--- config.mk ---
export PLATFORM = sky130hd
export DESIGN_NAME = serial_cfg_port
export DESIGN_NICKNAME = d
export VERILOG_FILES = /design/src/rtl/scp_pkg.sv /design/src/rtl/scp_sync.sv /design/src/rtl/scp_shift.sv /design/src/rtl/scp_regs.sv /design/src/rtl/serial_cfg_port.sv
export SDC_FILE = /design/constraint.sdc
export NUM_CORES = 1
export LEC_CHECK = 0
export BUFFER_PORTS_ARGS = -buffer_cell sky130_fd_sc_hd__buf_2
export CAP_MARGIN = 20
export CORE_UTILIZATION = 35
export CTS_CLUSTER_DIAMETER = 150
export DETAILED_ROUTE_END_ITERATION = 16
export SLEW_MARGIN = 20
export SYNTH_ARGS = -nofsm -noshare
export SYNTH_HDL_FRONTEND = slang
export SYNTH_SLANG_ARGS = --single-unit
--- constraint.sdc ---
create_clock -name clk_i -period 1.75 [get_ports clk_i]
set_input_delay 0.175 -clock clk_i [delete_from_list [all_inputs] [get_ports clk_i]]
set_output_delay 0.175 -clock clk_i [all_outputs]
set_load 0.1 [all_outputs]
--- src/rtl/scp_pkg.sv ---
package scp_pkg;
  localparam int unsigned WORD_W   = 16;
  localparam int unsigned CODE_W   = 8;
  localparam int unsigned ADDR_LSB = 9;
  localparam int unsigned ADDR_W   = 2;
  localparam int unsigned LOAD_BIT = 8;
  localparam int unsigned N_CH     = 2;

  typedef enum logic [ADDR_W-1:0] {
    RA_GAIN_L = 2'd0,
    RA_GAIN_R = 2'd1,
    RA_MODE   = 2'd2,
    RA_FMT    = 2'd3
  } reg_addr_e;

  typedef struct packed {
    logic [3:0] route;
    logic [1:0] wlen;
    logic       bpz;
    logic       deemph;
    logic       mute;
  } mode_reg_t;

  typedef struct packed {
    logic       zd_en;
    logic [1:0] sr_sel;
    logic [1:0] dbl_sel;
    logic       att_common;
    logic       lr_pol;
    logic       i2s;
  } fmt_reg_t;

  localparam mode_reg_t   MODE_RST = mode_reg_t'(9'h120);
  localparam fmt_reg_t    FMT_RST  = fmt_reg_t'(8'h00);
  localparam logic [CODE_W-1:0] GAIN_RST = '1;
endpackage

--- src/rtl/scp_sync.sv ---
module scp_sync #(
  parameter int unsigned WIDTH  = 3,
  parameter int unsigned STAGES = 2
) (
  input  logic             clk_i,
  input  logic             rst_ni,
  input  logic [WIDTH-1:0] d_i,
  output logic [WIDTH-1:0] q_o
);
  logic [STAGES-1:0][WIDTH-1:0] stg_q;

  always_ff @(posedge clk_i or negedge rst_ni) begin
    if (!rst_ni) stg_q <= '0;
    else         stg_q <= {stg_q[STAGES-2:0], d_i};
  end

  assign q_o = stg_q[STAGES-1];
endmodule

--- src/rtl/scp_shift.sv ---
module scp_shift #(
  parameter int unsigned WORD_W = scp_pkg::WORD_W
) (
  input  logic              clk_i,
  input  logic              rst_ni,
  input  logic              sclk_i,
  input  logic              sdat_i,
  input  logic              slat_i,
  output logic              wr_stb_o,
  output logic [WORD_W-1:0] wr_word_o
);
  logic              sclk_q, slat_q;
  logic [WORD_W-1:0] sr_q;
  logic              sclk_rise, lat_rise;

  assign sclk_rise = sclk_i & ~sclk_q;
  assign lat_rise  = slat_i & ~slat_q;

  always_ff @(posedge clk_i or negedge rst_ni) begin
    if (!rst_ni) begin
      sclk_q <= 1'b0;
      slat_q <= 1'b0;
      sr_q   <= '0;
    end else begin
      sclk_q <= sclk_i;
      slat_q <= slat_i;
      // shift only while latch is low; no bit counter, history is kept
      if (sclk_rise && !slat_i) sr_q <= {sr_q[WORD_W-2:0], sdat_i};
    end
  end

  assign wr_stb_o  = lat_rise;
  assign wr_word_o = sr_q;
endmodule

--- src/rtl/scp_regs.sv ---
module scp_regs
  import scp_pkg::*;
#(
  parameter int unsigned WORD_W = scp_pkg::WORD_W,
  parameter int unsigned CODE_W = scp_pkg::CODE_W,
  parameter int unsigned NCH    = scp_pkg::N_CH
) (
  input  logic                       clk_i,
  input  logic                       rst_ni,
  input  logic                       wr_stb_i,
  input  logic [WORD_W-1:0]          wr_word_i,
  output logic [NCH-1:0][CODE_W-1:0] gain_o,
  output mode_reg_t                  mode_o,
  output fmt_reg_t                   fmt_o
);
  localparam int unsigned MODE_W = $bits(mode_reg_t);

  reg_addr_e   addr;
  logic        load;
  logic [CODE_W-1:0] code;
  fmt_reg_t    fmt_d;
  logic        unused_bits;

  assign addr  = reg_addr_e'(wr_word_i[ADDR_LSB +: ADDR_W]);
  assign load  = wr_word_i[LOAD_BIT];
  assign code  = wr_word_i[CODE_W-1:0];
  assign fmt_d = fmt_reg_t'({wr_word_i[8:4], wr_word_i[2:0]});
  assign unused_bits = ^{wr_word_i[WORD_W-1:ADDR_LSB+ADDR_W], wr_word_i[3]};

  for (genvar ch = 0; ch < NCH; ch++) begin : g_ch
    logic [CODE_W-1:0] act_q;
    logic              hit;
    assign hit = wr_stb_i && (wr_word_i[ADDR_LSB +: ADDR_W] == ADDR_W'(ch)) && load;
    always_ff @(posedge clk_i or negedge rst_ni) begin
      if (!rst_ni)  act_q <= GAIN_RST;
      else if (hit) act_q <= code;
    end
    assign gain_o[ch] = act_q;
  end

  always_ff @(posedge clk_i or negedge rst_ni) begin
    if (!rst_ni) begin
      mode_o <= MODE_RST;
      fmt_o  <= FMT_RST;
    end else if (wr_stb_i) begin
      if (addr == RA_MODE) mode_o <= mode_reg_t'(wr_word_i[MODE_W-1:0]);
      if (addr == RA_FMT)  fmt_o  <= fmt_d;
    end
  end
endmodule

--- src/rtl/serial_cfg_port.sv ---
module serial_cfg_port
  import scp_pkg::*;
#(
  parameter int unsigned SYNC_STAGES = 2
) (
  input  logic       clk_i,
  input  logic       rst_ni,
  input  logic       ser_clk_i,
  input  logic       ser_dat_i,
  input  logic       ser_lat_i,
  output logic [7:0] att_l_o,
  output logic [7:0] att_r_o,
  output logic       mute_o,
  output logic       deemph_o,
  output logic       bpz_force_o,
  output logic [1:0] wlen_o,
  output logic [3:0] route_o,
  output logic       i2s_o,
  output logic       lr_pol_o,
  output logic       att_common_o,
  output logic [1:0] sr_sel_o,
  output logic [1:0] dbl_sel_o,
  output logic       zd_en_o
);
  logic [2:0]                  pins_s;
  logic                        wr_stb;
  logic [WORD_W-1:0]           wr_word;
  logic [N_CH-1:0][CODE_W-1:0] gain;
  mode_reg_t                   mode;
  fmt_reg_t                    fmt;

  scp_sync #(.WIDTH(3), .STAGES(SYNC_STAGES)) u_sync (
    .clk_i (clk_i),
    .rst_ni(rst_ni),
    .d_i   ({ser_lat_i, ser_dat_i, ser_clk_i}),
    .q_o   (pins_s)
  );

  scp_shift #(.WORD_W(WORD_W)) u_shift (
    .clk_i    (clk_i),
    .rst_ni   (rst_ni),
    .sclk_i   (pins_s[0]),
    .sdat_i   (pins_s[1]),
    .slat_i   (pins_s[2]),
    .wr_stb_o (wr_stb),
    .wr_word_o(wr_word)
  );

  scp_regs #(.WORD_W(WORD_W), .CODE_W(CODE_W), .NCH(N_CH)) u_regs (
    .clk_i    (clk_i),
    .rst_ni   (rst_ni),
    .wr_stb_i (wr_stb),
    .wr_word_i(wr_word),
    .gain_o   (gain),
    .mode_o   (mode),
    .fmt_o    (fmt)
  );

  assign att_l_o      = gain[0];
  assign att_r_o      = fmt.att_common ? gain[0] : gain[1];
  assign mute_o       = mode.mute;
  assign deemph_o     = mode.deemph;
  assign bpz_force_o  = mode.bpz;
  assign wlen_o       = mode.wlen;
  assign route_o      = mode.route;
  assign i2s_o        = fmt.i2s;
  assign lr_pol_o     = fmt.lr_pol;
  assign att_common_o = fmt.att_common;
  assign sr_sel_o     = fmt.sr_sel;
  assign dbl_sel_o    = fmt.dbl_sel;
  assign zd_en_o      = fmt.zd_en;
endmodule

Word level (Yosys, flattened, before mapping)
Cells that the tools add are included.

word-level totals
  word-level logic and storage cells = 35
  register bits = 52

operators by class
  bitwise gates (word level) = 4
  muxes and demuxes = 1
  reduce and logical (&&, ||, !) cells = 9
  equality and inequality tests = 3

operators with widths
  cell                                                                    number
  8-bit 2-to-1 mux                                                        1
  1-bit logical AND                                                       5
  2-bit equality test (second input constant)                             2
  2-bit AND reduction                                                     2
  1-bit AND                                                               2
  2-bit by 1-bit equality test with 1-bit output (second input constant)  1
  2-bit logical NOT                                                       1
  1-bit inverter                                                          2
  1-bit logical NOT                                                       1

Longest topological paths before layout
  depth after elaboration = 4
  mapped depth = 4
  mapped depth without buffers = 3

Hierarchy
Synthesis repeated with hierarchy kept, for this count alone.

second synthesis, totals
  cell total of the unflattened synthesis = 126
  area, all modules = 2280.9 sq um

by module, submodules not included
  module           sequential area each (sq um)  cells each  area an instance (sq um)  instances
  scp_regs         848.3                         71          1310.0                    1
  scp_shift        450.4                         37          666.9                     1
  scp_sync         150.1                         9           172.7                     1
  serial_cfg_port  0.0                           9           131.4                     1

Worst setup path before layout
OpenSTA, ideal clock, no wires.

  path type = register to output
  start point = register u_regs.fmt_o[2] (netlist name)
  end point = output port att_r_o[0]
  data arrival time = 1.858 ns
  data required time = 1.575 ns
  buffers on the path = 1
  path slack = -0.283 ns
  stages on the path, launching flop included = 3
  cell sequence = dfrtp_1 -> clkbuf_1 -> mux2_2

between the ends
  cells in the longest elaborated chain, start to end = 1

ends and longest elaborated chain
  what                      line                   source
  start: declaration        scp_regs.sv:14         output fmt_reg_t fmt_o
  start signal: assignment  scp_regs.sv:47         if (addr == RA_FMT) fmt_o <= fmt_d;
  8-bit 2-to-1 mux          serial_cfg_port.sv:60  assign att_r_o = fmt.att_common ? gain[0] : gain[1];
  end: declaration          serial_cfg_port.sv:12  output logic [7:0] att_r_o,

Every way passes these cells.

Worst setup path after layout
  start point = register u_regs.fmt_o[2] (netlist name)
  end point = output port att_r_o[7]

Same word-level chain as after synthesis.

==> impl_metrics.yaml <==
status:
  status: "complete, no violations"
detailed_routing:
  firstDrtPassIters: 2
  first_iter_violations: 37
  wire_per_inst_um: 15.2
  antenna_left: 0
  vias_per_cell: 4.65
  vias: 1098
  routed_wl_um: 3590
  drc: 0
sta:
  fmax_mhz: 608
  final-hold-violation-count: 0
  max-slew-margin-rel_pct: 66.4
  tightest_slew_ps: 504
  setup_violations: 0
  final.period_utilization_pct: 94.0
  rsz0062_at_grt: "no"
  clock_skew_ps: 12.6
  drv_slew: 0
  period_minus_slack_ps: 1650
  tns_ps: 0
critical_path:
  cp.required_ps: 1570
  path_max_fanout: 10
  startpoint_type: "flop"
  crit_path_end_kind: "output pin"
  regToRegSetupSlack_ps: 200
  path_class: "reg2out"
  arrival_ps: 1470
layout:
  antenna_cells: 0
  n_fill_cell: 507
  layout-drive-gt1-share_pct: 75.0
  area_delta_synth_final_pct: 21.8
  final_nets: 168
  fin_area_sq_mm: 0.00250
synthesis:
  yosysWarnings: 0
  syn_nets: 127
  netlist_instances: 122
  synth.area.top_cells: "dfrtp_1 (41%), mux2_2 (29%), dfstp_2 (23%)"
  synth_top_family_by_area: "multiplexers"
  seq_area_frac_synth_pct: 64.5
  yosysMostFrequentCell: "mux2_2"
  async_flop_share_pct: 100
  synth_compound_area_share_pct: 0
  synth_edf_count: 0
  synth_area_sq_mm: 0.00205
  synthSimpleGateAreaFrac_pct: 3.29
  syn_area_per_cell_sq_um: 16.8
  ys_types: 12
  ys.flop_type: "dfrtp_1"
  yosys-top-cells-count: "mux2_2 (52), dfrtp_1 (34), dfstp_2 (18)"
  yosys.area.top_type_share_pct: 41.4
  yosys.area_share.xor_xnor_pct: 0
  synth_top_area_cell: "dfrtp_1"
  synthAdderAreaFrac_pct: 0
  synthMuxAreaShare_pct: 28.5
  yosys_register_bits: 52
floorplanning:
  num_io_pins: 38
  core_area_sq_mm: 0.00557
  die_area_sq_mm: 0.00618
  start_util_pct: 36.8
  die_y_um: 78.6
  rows: 27
  fp.dieW_um: 78.6
grt:
  grt_pass1_wl_um: 6110
  overflow: 0
  grt_pass1_vias: 1220
  antenna_found_initial: 0
  track_usage_pct: 13.5
  grt_max_degree: 37
min_path:
  hp-class: "in2async"
cts:
  htreeDepth: 2
  cts_num_sinks: 52
  clkLatencyLatePin_ps: 310
  cts_tree: "built"
  postCtsSetupRepairBufs: 0
  cts_root_buffer: "clkbuf_8"
  clock_path_buffers: 2
  path_clk_slew_ps: 100
  cts_buffers: 5
placed_design:
  dp_hpwl_um: 2440
  place_congestion: 0.690
  port-buffer-count: 37
  placed_cell_area_sq_mm: 0.00230
power_and_ir_drop:
  p_total_mw: 3.10
  p_leak_nw: 1.22
  ir_drop_mv: 0.693
  pwr_density_cell_mw_per_mm2: 1240
run:
  maxCapViolCount: 0
## layout make-up
class	count	area (sq um)	area share, %
timing repair buffer	45	288	11.5
sequential	52	1330	53.1
clock inverter	3	68.8	2.75
clock buffer	5	68.8	2.75
multi-input combinational	59	658	26.3
tap	72	90.1	3.60
## through the flow
step	std cells	worst slack, ps	hold slack [ps]	util (%)
floorplan	122	53.7	-121	-
global placement	224	193	122	41.3
detailed placement	224	162	131	41.3
CTS	236	1.19	330	44.5
global route	236	42.2	333	44.9
finish	236	104	330	44.9
## path summary, 6_finish.rpt
| check | start | to | cells after the start |
|---|---|---|---|
| max | u_regs.fmt_o[2] | att_r_o[7] | 2 |
| min | rst_ni | u_sync.stg_q[0] | 2 |
| max reg2reg | u_shift.slat_q | u_regs.g_ch[1].act_q[0] | 3 |
| min reg2reg | u_sync.stg_q[2] | u_sync.q_o[2] | 0 |
| max in group asynchronous | rst_ni | u_regs.mode_o[8] | 3 |
| min in group clk_i | u_sync.stg_q[2] | u_sync.q_o[2] | 0 |
## per-layer routing
metal	track usage, %	share of wire, %
met5	0	0
met4	5.00	1.5
met3	4.77	4.5
met2	22.3	47
met1	16.0	47
## flip-flops by register name, indices dropped and copies added, names as in the netlist
name	cells
u_regs.g_ch.act_q	16
u_shift.wr_word_o	11
u_regs.mode_o	9
u_regs.fmt_o	8
u_sync.q_o	3
u_sync.stg_q	3
u_shift.sclk_q	1
u_shift.slat_q	1
## worst max-delay path, stage by stage (launching register included)
cell	delay, ps
dfrtp_4	530
mux2_2	350
clkbuf_4	280
## cell usage in the layout, fill, tap and decap left out
| cell type | synthesis | final |
|---|---|---|
| mux2_2 | 52 | 52 |
| dfrtp_1 | 34 | 33 |
| buf_2 | 1 | 29 |
| dfstp_2 | 18 | 18 |
| clkbuf_4 | 0 | 8 |
| clkbuf_8 | 0 | 5 |
| dlygate4sd3_1 | 0 | 4 |
| buf_4 | 9 | 3 |
| bufinv_16 | 0 | 2 |
| nor3b_1 | 2 | 1 |
| and2_1 | 1 | 1 |
| nand3b_1 | 1 | 1 |
| nor3b_4 | 1 | 1 |
| nand3b_2 | 1 | 1 |
| nor3b_2 | 0 | 1 |
| nand4b_1 | 1 | 1 |
| inv_6 | 0 | 1 |
| buf_12 | 0 | 1 |
| dfrtp_4 | 0 | 1 |
## power by group
group	internal (mW)	switching [mW]
Combinational	0.170	0.434
Sequential	1.37	0.156
Clock	0.575	0.394
Total	2.12	0.985
## kinds of logic (layout without fill, tap and decap cells)
family / Yosys count / count (layout)
muxes: 52 / 52
and+or+nand+nor: 7 / 7
DFF: 52 / 52
buffers and inverters: 11 / 53
## what timing repair did
item	4_1_cts	5_1_grt
setup endpoints to repair	0	8
resized for setup	0	8
hold endpoints to repair	16	0
hold buffers	4	0
(Power assumes the default switching activity.)
